**config.mk**
```make
export PLATFORM = sky130hd
export DESIGN_NAME = pwm_sync_bank
export DESIGN_NICKNAME = d
export VERILOG_FILES = /design/src/rtl/pwm_sync_pkg.sv /design/src/rtl/pwm_sync_regs.sv /design/src/rtl/pwm_sync_chan.sv /design/src/rtl/pwm_sync_bank.sv
export SDC_FILE = /design/constraint.sdc
export NUM_CORES = 2
export LEC_CHECK = 0
export ABC_AREA = 1
export BUFFER_PORTS_ARGS = -buffer_cell sky130_fd_sc_hd__buf_2
export CAP_MARGIN = 25
export CORE_MARGIN = 5
export CORE_UTILIZATION = 64
export CTS_CLUSTER_SIZE = 10
export DETAILED_ROUTE_END_ITERATION = 16
export GPL_TIMING_DRIVEN = 0
export PLACE_DENSITY = 0.91
export SYNTH_ARGS = -nofsm -noshare
export SYNTH_HDL_FRONTEND = slang
export SYNTH_SLANG_ARGS = --single-unit
```
**constraint.sdc**
```tcl
create_clock -name clk -period 4.3 [get_ports clk]
set_input_delay 0.43 -clock clk [delete_from_list [all_inputs] [get_ports clk]]
set_output_delay 0.43 -clock clk [all_outputs]
set_load 0.02 [all_outputs]
```
**src/rtl/pwm_sync_pkg.sv**
```systemverilog
package pwm_sync_pkg;

  localparam int REG_W = 32;

  localparam int A_VERSION = 'h00;
  localparam int A_IDENT   = 'h04;
  localparam int A_SCRATCH = 'h08;
  localparam int A_MAGIC   = 'h0C;
  localparam int A_CONFIG  = 'h10;
  localparam int A_COUNT   = 'h14;
  localparam int A_CH_BASE = 'h40;
  localparam int CH_STRIDE = 12;

  localparam int F_PERIOD = 0;
  localparam int F_HIGH   = 1;
  localparam int F_OFFSET = 2;

  localparam logic [REG_W-1:0] MAGIC_WORD = 32'h601A_3471;

  typedef struct packed {
    logic [REG_W-1:0] period;
    logic [REG_W-1:0] high;
    logic [REG_W-1:0] offset;
  } chan_cfg_t;

  // Byte address of one field of one channel.
  function automatic int chan_addr(int ch, int fld);
    return A_CH_BASE + CH_STRIDE * ch + 4 * fld;
  endfunction

  // Output level of a channel for a given count and committed settings.
  function automatic logic pulse_level(logic [REG_W-1:0] cnt,
                                       logic [REG_W-1:0] period,
                                       logic [REG_W-1:0] high,
                                       logic [REG_W-1:0] offset);
    logic [REG_W:0] win_end;
    win_end = {1'b0, offset} + {1'b0, high};
    if (period == '0) return 1'b0;
    if (high >= period) return 1'b1;
    return (cnt >= offset) && ({1'b0, cnt} < win_end);
  endfunction

endpackage

```
**src/rtl/pwm_sync_regs.sv**
```systemverilog
module pwm_sync_regs
  import pwm_sync_pkg::*;
#(
  parameter int          NCH       = 4,
  parameter int          ADDR_W    = 8,
  parameter logic [31:0] CORE_ID   = 32'h0000_0A55,
  parameter logic [7:0]  VER_MINOR = 8'd2,
  parameter logic [7:0]  VER_PATCH = 8'd0
) (
  input  logic                    clk,
  input  logic                    rst_n,
  input  logic                    wr_en,
  input  logic [ADDR_W-1:0]       wr_addr,
  input  logic [REG_W-1:0]        wr_data,
  input  logic                    rd_en,
  input  logic [ADDR_W-1:0]       rd_addr,
  output logic [REG_W-1:0]        rd_data,
  output logic                    hold_q,
  output logic                    load_evt,
  output chan_cfg_t [NCH-1:0]     shadow
);

  localparam logic [REG_W-1:0] VERSION_WORD = {16'd1, VER_MINOR, VER_PATCH};

  logic [REG_W-1:0] scratch_q;
  logic [REG_W-1:0] rd_next;
  logic             cfg_hit;

  assign cfg_hit  = wr_en && (wr_addr == ADDR_W'(A_CONFIG));
  assign load_evt = cfg_hit && wr_data[1];

  always_ff @(posedge clk) begin
    if (!rst_n) begin
      hold_q    <= 1'b1;
      scratch_q <= '0;
    end else begin
      if (cfg_hit) hold_q <= wr_data[0];
      if (wr_en && (wr_addr == ADDR_W'(A_SCRATCH))) scratch_q <= wr_data;
    end
  end

  // Shadow copies of every channel's settings.
  always_ff @(posedge clk) begin
    if (!rst_n) begin
      shadow <= '0;
    end else if (wr_en) begin
      for (int c = 0; c < NCH; c++) begin
        if (wr_addr == ADDR_W'(chan_addr(c, F_PERIOD))) shadow[c].period <= wr_data;
        if (wr_addr == ADDR_W'(chan_addr(c, F_HIGH)))   shadow[c].high   <= wr_data;
        if (wr_addr == ADDR_W'(chan_addr(c, F_OFFSET))) shadow[c].offset <= wr_data;
      end
    end
  end

  always_comb begin
    rd_next = '0;
    case (rd_addr)
      ADDR_W'(A_VERSION): rd_next = VERSION_WORD;
      ADDR_W'(A_IDENT):   rd_next = CORE_ID;
      ADDR_W'(A_SCRATCH): rd_next = scratch_q;
      ADDR_W'(A_MAGIC):   rd_next = MAGIC_WORD;
      ADDR_W'(A_CONFIG):  rd_next = {{(REG_W-1){1'b0}}, hold_q};
      ADDR_W'(A_COUNT):   rd_next = REG_W'(NCH);
      default:            rd_next = '0;
    endcase
    for (int c = 0; c < NCH; c++) begin
      if (rd_addr == ADDR_W'(chan_addr(c, F_PERIOD))) rd_next = shadow[c].period;
      if (rd_addr == ADDR_W'(chan_addr(c, F_HIGH)))   rd_next = shadow[c].high;
      if (rd_addr == ADDR_W'(chan_addr(c, F_OFFSET))) rd_next = shadow[c].offset;
    end
  end

  always_ff @(posedge clk) begin
    if (!rst_n)     rd_data <= '0;
    else if (rd_en) rd_data <= rd_next;
  end

endmodule

```
**src/rtl/pwm_sync_chan.sv**
```systemverilog
module pwm_sync_chan
  import pwm_sync_pkg::*;
(
  input  logic      clk,
  input  logic      rst_n,
  input  logic      hold,
  input  logic      load,
  input  chan_cfg_t shadow,
  output logic      pwm,
  output logic      en,
  output logic      cnt_zero
);

  chan_cfg_t        act_q;
  logic [REG_W-1:0] cnt_q;
  logic             at_wrap;

  assign en       = (act_q.period != '0);
  assign at_wrap  = (cnt_q == act_q.period - 1'b1);
  assign cnt_zero = (cnt_q == '0);

  always_ff @(posedge clk) begin
    if (!rst_n) begin
      act_q <= '0;
      cnt_q <= '0;
    end else begin
      if (load) act_q <= shadow;
      if (load || hold || !en || at_wrap) cnt_q <= '0;
      else                                cnt_q <= cnt_q + 1'b1;
    end
  end

  assign pwm = !hold && pulse_level(cnt_q, act_q.period, act_q.high, act_q.offset);

endmodule

```
**src/rtl/pwm_sync_bank.sv**
```systemverilog
module pwm_sync_bank
  import pwm_sync_pkg::*;
#(
  parameter int          NCH       = 4,
  parameter int          ADDR_W    = 8,
  parameter logic [31:0] CORE_ID   = 32'h0000_0A55,
  parameter logic [7:0]  VER_MINOR = 8'd2,
  parameter logic [7:0]  VER_PATCH = 8'd0
) (
  input  logic              clk,
  input  logic              rst_n,
  input  logic              wr_en,
  input  logic [ADDR_W-1:0] wr_addr,
  input  logic [31:0]       wr_data,
  input  logic              rd_en,
  input  logic [ADDR_W-1:0] rd_addr,
  output logic [31:0]       rd_data,
  output logic [NCH-1:0]    pwm_out
);

  // Named internal events, brought out for the checker.
  logic                hold_q;
  logic                load_evt;
  logic [NCH-1:0]      ch_en;
  logic [NCH-1:0]      cnt_zero;
  chan_cfg_t [NCH-1:0] shadow;

  pwm_sync_regs #(
    .NCH(NCH), .ADDR_W(ADDR_W), .CORE_ID(CORE_ID),
    .VER_MINOR(VER_MINOR), .VER_PATCH(VER_PATCH)
  ) u_regs (
    .clk(clk), .rst_n(rst_n),
    .wr_en(wr_en), .wr_addr(wr_addr), .wr_data(wr_data),
    .rd_en(rd_en), .rd_addr(rd_addr), .rd_data(rd_data),
    .hold_q(hold_q), .load_evt(load_evt), .shadow(shadow)
  );

  for (genvar g = 0; g < NCH; g++) begin : g_chan
    pwm_sync_chan u_chan (
      .clk(clk), .rst_n(rst_n),
      .hold(hold_q), .load(load_evt), .shadow(shadow[g]),
      .pwm(pwm_out[g]), .en(ch_en[g]), .cnt_zero(cnt_zero[g])
    );
  end

endmodule

```
==> results.md <==
* Post-synth top area cell: dfxtp_1
* Flops & latches, synth at about 960
* Clock Path Buffers at 3
* Delay-heaviest family, CP: simple AND/OR/NAND/NOR gates
* Layout cells sized above 1 at 8.22%
* Area of the core at 0.0901 mm²
* Port Buffer Count at 87
* Sink Count at approximately 960
* Sequential fraction of the synthesis area at 33.1%
* ANT nets after route at 0
* Largest net degree at the start of global routing at 18
* Slowest cell on the critical path: dfxtp_4
* Unrepaired setup endpoints after global routing: true
* Synth warn at 0
* Worst Skew at 37.8 ps
* CP arrival at approximately 4400 ps
* Post-Syn Nets at 8,932
* Via density at 6.29
* DP Wirelength at between 150,000 and 200,000 µm
* Ports at 88
* H-tree depth at 3
* CP required at 3870 ps
* Post-synth EDFFs at 0
* Top cell type's share of synthesized area at between 30% and 40%
* Die span in y at between 300 and 400 µm
* Remaining Overflow, GRT at 0
* Core Util, Final at 72.4%
* Synth cell types at 55
* Pwr Density at 285 mW/mm²
* Avg Inst Size Synth at 6.97 µm²
* NumNets Final at 9,205
* Area grow syn2layout at 12.1%
* Place WS at -685 ps
* Fin. Hold Viols at 0
* Crit-path max FO at 3
* Violated checks: negative setup slack
* Die area at slightly below 0.1 mm²
* VDD IR max at 414 µV
* Via count at 61,945
* Ys async rst share at 0%
* Synth area leaders: dfxtp_1, ha_1, nor2_1
* MaxCap Viol Count at 0
* CTS Buf Count at 111
* Starting DRC count in detailed routing at 9,706
* All-Layer GR Usage at 47.7%
* CP Cell Sequence: ha_4, fa_2, nand3_2, nand2_4, nand2_2, nand2_2, nand2_2, nand2_4, a21oi_4, o21ai_2, a21oi_2, o21bai_1, xor2_1, ha_1, nand2_1, nor2_1, a211oi_2, nor2_2, nor2_2, nand2_2, nor2_4, nand3_2, a21oi_2, buf_6
* Cells after synthesis at 8,356
* Fmax at 0.206 GHz
* Most used cell, CP: nand2_2
* Clk slew on worst S/H paths at roughly 60 ps
* Max-slew violation count at 0
* Max incr delay on CP at 400 ps
* Hold Crit Class: input port to register
* Die Wd at 312 µm
* Hold path startpoint: wr_data[6]
* Finish-stage setup viols at 4
* Final Wtd Congestion at 1.10
* Worst skew pair latency at roughly 750 ps
* Placed cells at 9,636
* Worst path bufs/invs at 1
* Initial antenna violation count at 14
* Commonest cells post-synth: nor2_1, nand2_1, dfxtp_1
* Outcome: finished with violations
* Critical Path End Type: output port
* Ys flop type: dfxtp_1
* Cell Area, Synth at 0.0582 mm²
* DRT Pass-1 Iters at 10
* Slew @ Worst Pin at roughly 1300 ps
* Leak at 29.5 nW
* Tmin final at ~4800 ps
* Reg2reg start: g_chan[2].u_chan.act_q[64]
* Drt wl/cell at 24.7 µm
* Fin cells at just under 10,000
* Fin Hold WS at 21.4 ps
* Period utilization at 113%
* # DRC at 0
* CTS tree: done
* FP Rows at 110
* Crit path launch type: register
* PnR worst setup slack at -547 ps
* Most frequent cell after synthesis: nor2_1
* Crit path kind: register to output port
* Hold Buf Count CTS at 0
* Initial Util at 64.6%
* Beginning of the critical path: g_chan[1].u_chan.act_q[0]
* Final total power at 0.0186 W
* Drt total wl at roughly 240,000 µm
* Clk root buf: clkbuf_16
* Number of global-route vias before repair at 58,400
* First-pass GRT wire length at 356,000 µm
* Max_slew headroom at 12.3%
## worst register-to-register path: stages, from the launching register on
cell	delay, ps
dfxtp_1	360
inv_1	330
ha_1	400
nand2_2	200
nor2_2	380
nand2_1	210
xor2_1	230
inv_1	60
nand2_1	50
nand3_1	60
nor2_1	90
nand2_1	50
nor2_1	270
nand3_1	210
nand3_2	310
buf_6	250
nor2_2	50
## placed cells by master, fill, tap and decap left out, drive strengths merged, types with 21 or more instances in the layout
master / n
a21o: 21
a21oi: 753
buf: 213
clkbuf: 424
dfxtp: 961
ha: 520
inv: 816
nand2: 1217
nand3: 234
nand4: 143
nor2: 1655
nor3: 98
nor4: 24
o211ai: 27
o21ai: 968
o21bai: 28
or2: 32
xnor2: 131
xor2: 258
## report_power, final
part / switching, W / total (W) / internal (W)
Sequential: 0.0000174 / 0.00893 / 0.00892
Combinational: 0.000621 / 0.000797 / 0.000177
Clock: 0.00398 / 0.00885 / 0.00486
## final timing paths
kind                                 to  slack [ps]  depth (start not counted)
max                          pwm_out[1]        -550                         24
min                   u_regs.shadow[38]          20                          3
max reg2reg  g_chan[2].u_chan.cnt_q[10]         680                         16
min reg2reg        u_regs.scratch_q[13]         450                          2
## per-layer routing
metal | wire length [µm] | part of all wire (%) | vias up | track usage [%]
met1 | 88500 | 36 | 28456 | 60.7
met3 | 32400 | 13 | 1128 | 12.1
li1 | - | - | 27959 | -
met2 | 99200 | 41 | 4392 | 70.5
met5 | 68 | 0.028 | - | 0
met4 | 23000 | 9.5 | 10 | 34.0
## layout make-up
type	count	area [µm²]
Clock buffer	130	2910
Sequential cell	961	19300
Antenna cell	8	20.0
Buffer	343	1390
Inverter	817	3070
Fill cell	7198	24900
Multi-Input combinational cell	6231	35600
Timing Repair Buffer	164	1260
Clock inverter	17	282
Tap cell	1176	1470
## through the flow
stage	area, µm²	TNS [ps]
global placement	60100	-2960
detailed placement	60400	-2540
CTS	64200	-2420
floorplan	58200	0
global route	65200	-2480
finish	65200	-1910
## state kept, by name, summed over array words and instances (netlist names)
name,count
u_regs.rd_data,32
u_regs.scratch_q,32
g_chan.u_chan.act_q,384
u_regs.shadow,384
u_regs.hold_q,1
g_chan.u_chan.cnt_q,128
## repair_timing
action / 4_1_cts / 5_1_grt
setup endpoints to repair: 4 / 4
resized for setup: 131 / 140
pin swaps: 78 / 73
hold endpoints to repair: 0 / 0
setup buffers: 29 / 19
## kinds of logic after synthesis
kind of cell	after synthesis	synth area share, %
AO/OA/AOI/OAI	1865	16.7
XOR/XNOR	400	6.28
adder cells (fa/ha/maj)	524	11.3
buffers and inverters	1164	7.70
flip-flops	961	33.1
AND/OR/NAND/NOR	3442	25.0
(Power assumes the default switching activity.)
